<file path="config.mk">
export PLATFORM = sky130hd
export DESIGN_NAME = xram_indirect_port
export DESIGN_NICKNAME = d
export VERILOG_FILES = /design/src/rtl/xram_port_pkg.sv /design/src/rtl/xram_strobe_track.sv /design/src/rtl/xram_reg_decode.sv /design/src/rtl/xram_ctrl_regs.sv /design/src/rtl/xram_pointer.sv /design/src/rtl/xram_indirect_port.sv
export SDC_FILE = /design/constraint.sdc
export NUM_CORES = 1
export LEC_CHECK = 0
export CAP_MARGIN = 20
export CORE_UTILIZATION = 30
export DETAILED_ROUTE_END_ITERATION = 12
export GPL_TIMING_DRIVEN = 1
export PLACE_DENSITY_LB_ADDON = 0.25
export SLEW_MARGIN = 40
export SYNTH_ARGS = -nofsm -noshare
export SYNTH_HDL_FRONTEND = slang
export SYNTH_SLANG_ARGS = --single-unit
</file>
<file path="constraint.sdc">
create_clock -name clk -period 6.2 [get_ports clk]
set_clock_uncertainty 0.1 [all_clocks]
set_input_delay 1.86 -clock clk [delete_from_list [all_inputs] [get_ports clk]]
set_output_delay 1.86 -clock clk [all_outputs]
set_load 0.1 [all_outputs]
</file>
<file path="src/rtl/xram_port_pkg.sv">
package xram_port_pkg;

    // register offsets on the host side
    localparam logic [7:0] OFS_CTLA = 8'h0A;
    localparam logic [7:0] OFS_XCTL = 8'h4A;
    localparam logic [7:0] OFS_PLO  = 8'h50;
    localparam logic [7:0] OFS_PHI  = 8'h51;
    localparam logic [7:0] OFS_DAT  = 8'h53;

    // one flag per decoded register
    typedef struct packed {
        logic ctla;
        logic xctl;
        logic plo;
        logic phi;
        logic dat;
    } reg_hit_t;

endpackage

</file>
<file path="src/rtl/xram_strobe_track.sv">
module xram_strobe_track #(
    parameter int DW = 8,
    parameter int RW = 8
) (
    input  logic          clk,
    input  logic          rst_n,
    input  logic          rd_n,
    input  logic          wr_n,
    input  logic [RW-1:0] addr,
    input  logic [DW-1:0] wdata,
    output logic          rd_done,
    output logic          wr_done,
    output logic [RW-1:0] cap_addr,
    output logic [DW-1:0] cap_data
);

    typedef struct packed {
        logic          rd_low;
        logic          wr_low;
        logic [RW-1:0] addr;
        logic [DW-1:0] data;
    } trk_t;

    trk_t trk_d, trk_q;

    always_comb begin
        trk_d        = trk_q;
        trk_d.rd_low = !rd_n;
        trk_d.wr_low = !wr_n;
        if (!rd_n || !wr_n) begin
            trk_d.addr = addr;
            trk_d.data = wdata;
        end
    end

    always_ff @(posedge clk or negedge rst_n) begin
        if (!rst_n) trk_q <= '0;
        else        trk_q <= trk_d;
    end

    // an access ends on the cycle its strobe is seen high again
    assign rd_done  = trk_q.rd_low & rd_n;
    assign wr_done  = trk_q.wr_low & wr_n;
    assign cap_addr = trk_q.addr;
    assign cap_data = trk_q.data;

endmodule

</file>
<file path="src/rtl/xram_reg_decode.sv">
module xram_reg_decode
    import xram_port_pkg::*;
(
    input  logic [7:0] addr,
    input  logic       bank1,
    output reg_hit_t   hit
);

    always_comb begin
        hit      = '0;
        hit.ctla = (addr == OFS_CTLA);
        hit.xctl = bank1 && (addr == OFS_XCTL);
        hit.plo  = bank1 && (addr == OFS_PLO);
        hit.phi  = bank1 && (addr == OFS_PHI);
        hit.dat  = bank1 && (addr == OFS_DAT);
    end

endmodule

</file>
<file path="src/rtl/xram_ctrl_regs.sv">
module xram_ctrl_regs (
    input  logic clk,
    input  logic rst_n,
    input  logic commit,
    input  logic hit_ctla,
    input  logic hit_xctl,
    input  logic bank_in,
    input  logic burst_in,
    output logic bank_q,
    output logic burst_q
);

    typedef struct packed {
        logic bank;
        logic burst;
    } ctl_t;

    ctl_t ctl_d, ctl_q;

    always_comb begin
        ctl_d = ctl_q;
        if (commit && hit_ctla) ctl_d.bank  = bank_in;
        if (commit && hit_xctl) ctl_d.burst = burst_in;
    end

    always_ff @(posedge clk or negedge rst_n) begin
        if (!rst_n) ctl_q <= '0;
        else        ctl_q <= ctl_d;
    end

    assign bank_q  = ctl_q.bank;
    assign burst_q = ctl_q.burst;

    // the burst bit only moves while the extended bank was selected
    a_r10_burst_needs_bank: assert property (@(posedge clk) disable iff (!rst_n)
        !$stable(ctl_q.burst) |-> $past(ctl_q.bank));

endmodule

</file>
<file path="src/rtl/xram_pointer.sv">
module xram_pointer #(
    parameter int AW = 12,
    parameter int LW = 8
) (
    input  logic             clk,
    input  logic             rst_n,
    input  logic             ld_lo,
    input  logic             ld_hi,
    input  logic             step,
    input  logic [LW-1:0]    lo_data,
    input  logic [AW-LW-1:0] hi_data,
    output logic [AW-1:0]    ptr
);

    localparam int HW = AW - LW;
    localparam logic [AW-1:0] PTR_MAX = '1;

    typedef struct packed {
        logic [AW-1:0] ptr;
    } ptr_t;

    ptr_t ptr_d, ptr_q;

    always_comb begin
        ptr_d = ptr_q;
        if (ld_lo || ld_hi) begin
            if (ld_lo) ptr_d.ptr[LW-1:0]  = lo_data;
            if (ld_hi) ptr_d.ptr[AW-1:LW] = hi_data[HW-1:0];
        end else if (step) begin
            ptr_d.ptr = ptr_q.ptr + 1'b1;
        end
    end

    always_ff @(posedge clk or negedge rst_n) begin
        if (!rst_n) ptr_q <= '0;
        else        ptr_q <= ptr_d;
    end

    assign ptr = ptr_q.ptr;

    // without a load or a step the pointer holds
    a_r7_ptr_holds: assert property (@(posedge clk) disable iff (!rst_n)
        (!ld_lo && !ld_hi && !step) |=> $stable(ptr_q.ptr));

    // a step moves the pointer forward by exactly one
    a_r8_step_by_one: assert property (@(posedge clk) disable iff (!rst_n)
        (step && !ld_lo && !ld_hi) |=> (ptr_q.ptr == ($past(ptr_q.ptr) + 1'b1)));

    // stepping from the top address lands on zero
    a_r9_wrap_to_zero: assert property (@(posedge clk) disable iff (!rst_n)
        (step && !ld_lo && !ld_hi && ptr_q.ptr == PTR_MAX) |=> (ptr_q.ptr == '0));

endmodule

</file>
<file path="src/rtl/xram_indirect_port.sv">
module xram_indirect_port
    import xram_port_pkg::*;
#(
    parameter int DW        = 8,
    parameter int AW        = 12,
    parameter int BANK_BIT  = 4,
    parameter int BURST_BIT = 0
) (
    input  logic          clk,
    input  logic          rst_n,
    input  logic [7:0]    host_addr,
    input  logic [DW-1:0] host_wdata,
    input  logic          host_rd_n,
    input  logic          host_wr_n,
    output logic [DW-1:0] host_rdata,
    output logic [AW-1:0] mem_addr,
    output logic [DW-1:0] mem_wdata,
    output logic          mem_we,
    output logic          mem_re,
    input  logic [DW-1:0] mem_rdata
);

    localparam int HI_W = AW - DW;

    logic          rd_done, wr_done;
    logic [7:0]    cap_addr;
    logic [DW-1:0] cap_data;
    logic          bank_q, burst_q;
    logic [AW-1:0] ptr;
    reg_hit_t      live_hit, cap_hit;
    logic          ld_lo, ld_hi, step;

    xram_strobe_track #(.DW(DW), .RW(8)) u_strobe (
        .clk      (clk),
        .rst_n    (rst_n),
        .rd_n     (host_rd_n),
        .wr_n     (host_wr_n),
        .addr     (host_addr),
        .wdata    (host_wdata),
        .rd_done  (rd_done),
        .wr_done  (wr_done),
        .cap_addr (cap_addr),
        .cap_data (cap_data)
    );

    // live decode serves reads, captured decode serves completions
    xram_reg_decode u_dec_live (
        .addr  (host_addr),
        .bank1 (bank_q),
        .hit   (live_hit)
    );

    xram_reg_decode u_dec_cap (
        .addr  (cap_addr),
        .bank1 (bank_q),
        .hit   (cap_hit)
    );

    xram_ctrl_regs u_ctrl (
        .clk      (clk),
        .rst_n    (rst_n),
        .commit   (wr_done),
        .hit_ctla (cap_hit.ctla),
        .hit_xctl (cap_hit.xctl),
        .bank_in  (cap_data[BANK_BIT]),
        .burst_in (cap_data[BURST_BIT]),
        .bank_q   (bank_q),
        .burst_q  (burst_q)
    );

    always_comb begin
        ld_lo = wr_done && cap_hit.plo;
        ld_hi = wr_done && cap_hit.phi;
        step  = (wr_done || rd_done) && cap_hit.dat && burst_q;
    end

    xram_pointer #(.AW(AW), .LW(DW)) u_ptr (
        .clk     (clk),
        .rst_n   (rst_n),
        .ld_lo   (ld_lo),
        .ld_hi   (ld_hi),
        .step    (step),
        .lo_data (cap_data),
        .hi_data (cap_data[HI_W-1:0]),
        .ptr     (ptr)
    );

    always_comb begin
        mem_addr  = ptr;
        mem_wdata = cap_data;
        mem_we    = wr_done && cap_hit.dat;
        mem_re    = !host_rd_n && live_hit.dat;
    end

    always_comb begin
        host_rdata = '0;
        if (!host_rd_n) begin
            if (live_hit.ctla)      host_rdata[BANK_BIT]  = bank_q;
            else if (live_hit.xctl) host_rdata[BURST_BIT] = burst_q;
            else if (live_hit.plo)  host_rdata            = ptr[DW-1:0];
            else if (live_hit.phi)  host_rdata[HI_W-1:0]  = ptr[AW-1:DW];
            else if (live_hit.dat)  host_rdata            = mem_rdata;
        end
    end

    // base bank never strobes the memory
    a_r10_bank0_quiet: assert property (@(posedge clk) disable iff (!rst_n)
        !bank_q |-> (!mem_we && !mem_re));

    // high pointer read keeps its upper nibble clear
    a_r4_hi_upper_zero: assert property (@(posedge clk) disable iff (!rst_n)
        (!host_rd_n && host_addr == OFS_PHI) |-> (host_rdata[DW-1:HI_W] == '0));

    // a memory write follows a write strobe that was low the cycle before
    a_r5_we_after_strobe: assert property (@(posedge clk) disable iff (!rst_n)
        mem_we |-> (host_wr_n && $past(!host_wr_n)));

    // the memory is read only under a low read strobe
    a_r6_re_under_strobe: assert property (@(posedge clk) disable iff (!rst_n)
        mem_re |-> !host_rd_n);

endmodule

</file>
==> metrics.txt <==
vias 1701; Final ANT Viol Nets 0; total negative slack 0 ns; clock-pin slew on the worst setup and hold paths 0.07 ns; Netlist cell types 50; Chip Height 82.1 um; max_slew headroom 53.6%; Pre-Repair DR Iteration Count 4; critical path launch point type input pin; Final setup viols 0; post-DR vias/cell 5.19; final wirelength 4.89 mm; DR DRC count 0; ys async rst share 100%; commonest non-fill, non-tap cell in the layout dfrtp_1; R2R setup slack 4.31 ns; reg2reg path depth 5; Crit. path cell count 7; CP Capture Type primary output; PortBufs 57; DPL Wire Length 3.69 mm; GPL Wtd Cong 0.811; Critical Path AT 3.74 ns; outcome finished clean; Mapped Area 1920 um^2; antenna violations before repair 0; 1st-iter DRT viols 129; root buffer cell clkbuf_8; Reg-to-Reg Start u_strobe.cap_addr[7]; Die ar. 6740 um^2; fillcell total 594; PostCTS Resize Cnt 0; CP max stage delay 0.44 ns; total CTS buffers 5; final worst setup slack 0.502 ns; VDD IR max 0.0905 mV; Clock Path Buffers 2; Crit path max-delay family simple AND/OR/NAND/NOR gates; antenna cells 0; CP max stage cell clkdlybuf4s50_1; Post-CTS Hold Fix Bufs 0; EDFF count, synth 0; MaxCap Viol Count 0; FMAX 176 MHz; CP Launch Point host_addr[3]; Placement Cell Area 2530 um^2; Final Core Density 43.2%; DP Worst Slack 0.469 ns; commonest cells after routing, fill and taps aside dfrtp_1, clkdlybuf4s50_1, nor2_1; HP Class flop to flop; H-Tree Depth 2; reg-to-reg endpoint u_ptr.ptr[4]; FF+latch area 801 um^2; syn nets 227; Synth Flop Type dfrtp_1; CTS Sinks 32; synthesized area per cell 9.72 um^2; YS warnings 0; GRT Overall Usage 16.4%; fin crit period 5.70 ns; largest net degree at the start of global routing 33; Worst-Margin Slew 0.695 ns; area grow syn2layout 36.2%; combined area of the multi-input logic cells 1030 um^2; CP required 4.24 ns; cell breakdown of the critical path clkdlybuf4s50_1, nor4b_1, buf_4, nand2_1, or3_1, nor2b_1, buf_12; global-route wire length before repair 8.23 mm; die width 82.1 um; row cnt 28; final hold violations 0; P per Cell Area 186 nW/um^2; share of cells above drive strength 1 28.1%; post-synthesis sequential element count 32; worst setup path end mem_re; Final Cell Area 2620 um^2; post-CTS setup buffer count 0; Ports 58; sequential-to-total area share from yosys stat 41.6%; largest fanout on the critical path 7; fin crit share 91.9%; worst path buffer plus inverter count 3; type of the worst setup path input pin to primary output; Initial Utilization 31.8%; vias in the first global route 1604; Leak Pwr 0.00108 uW; TritonCTS clock tree built; Slew Viols, Final 0; wire per inst 14.9 um; total congestion overflow 0; Core Area 6060 um^2; RSZ-0062 raised after global routing false; Nets 281; clk_lat worst skew 0.28 ns; Syn Inst Count 198
-- sequential cells by signal, summed over array words and instances (netlist names) --
name and flops:
u_ptr.ptr 12, u_strobe.cap_addr 8, u_strobe.cap_data 8, u_strobe.trk_q 2
u_ctrl.bank_q 1, u_ctrl.burst_q 1
-- through the flow --
step | hold WS [ns] | power [uW] | std cells
final | 0.431 | 488 | 328
after global routing | 0.455 | 512 | 328
after CTS | 0.435 | 494 | 328
after detailed placement | 0.420 | 328 | 320
after global placement | 0.422 | 331 | 320
after floorplan | 0.399 | 297 | 198
-- where the power goes --
part	internal, uW	switching, uW
clock network	90.5	75.1
registers	219	12.3
logic	34.6	57.1
-- metal layers --
| metal | share of wire, % | vias up | GRT usage (%) | wire, um |
|---|---|---|---|---|
| li1 | - | 829 | - | - |
| met2 | 45 | 59 | 24.4 | 2210 |
| met3 | 5.6 | 10 | 3.41 | 275 |
| met5 | 0 | - | 0 | 0 |
| met4 | 1.8 | 0 | 6.67 | 87 |
| met1 | 47 | 803 | 23.1 | 2320 |
-- logic make-up after synthesis --
family / synth area share (%)
adder cells (fa/ha/maj): 0.650
AND/OR/NAND/NOR: 24.8
AO/OA/AOI/OAI: 15.7
multiplexers: 11.5
flip-flops: 41.6
buffers and inverters: 5.72
-- layout make-up --
type                    instances  area share (%)
clock buffers                   8            3.44
inverters                       6           0.860
multi-input cells             147            39.4
flip-flops and latches         32            30.6
well taps                      75            3.58
repair buffers                 60            22.2
-- cells in the mapped netlist, types with 2 or more instances --
master / instances / share of area, %
dfrtp_1: 32 / 42
nor2_1: 21 / 4.1
a21oi_1: 19 / 4.9
mux2_2: 17 / 9.9
nand2_1: 14 / 2.7
o21ai_0: 10 / 2.6
buf_4: 8 / 3.1
inv_1: 6 / 1.2
nand3_1: 5 / 1.3
nor3_1: 5 / 1.3
a22oi_1: 4 / 1.6
or3_1: 4 / 1.3
a211oi_1: 3 / 1.2
clkbuf_1: 3 / 0.59
mux2i_1: 3 / 1.6
nand4_1: 3 / 0.98
nor4b_1: 3 / 1.4
o21ai_1: 3 / 0.78
and4_1: 2 / 0.91
o22a_1: 2 / 0.91
or4_4: 2 / 1.2
-- how the worst min path moves through the flow --
stage | startpoint | to | cells after the start
floorplan | u_strobe.cap_data[6] | u_strobe.cap_data[6] | 1
global placement | u_strobe.cap_data[7] | u_strobe.cap_data[7] | 1
detailed placement | u_strobe.cap_data[6] | u_strobe.cap_data[6] | 1
CTS | u_strobe.cap_data[6] | u_strobe.cap_data[6] | 1
global route | u_strobe.cap_data[7] | u_strobe.cap_data[7] | 1
finish | u_strobe.cap_data[6] | u_strobe.cap_data[6] | 1
Note: power is estimated with default switching activity, not from simulation.
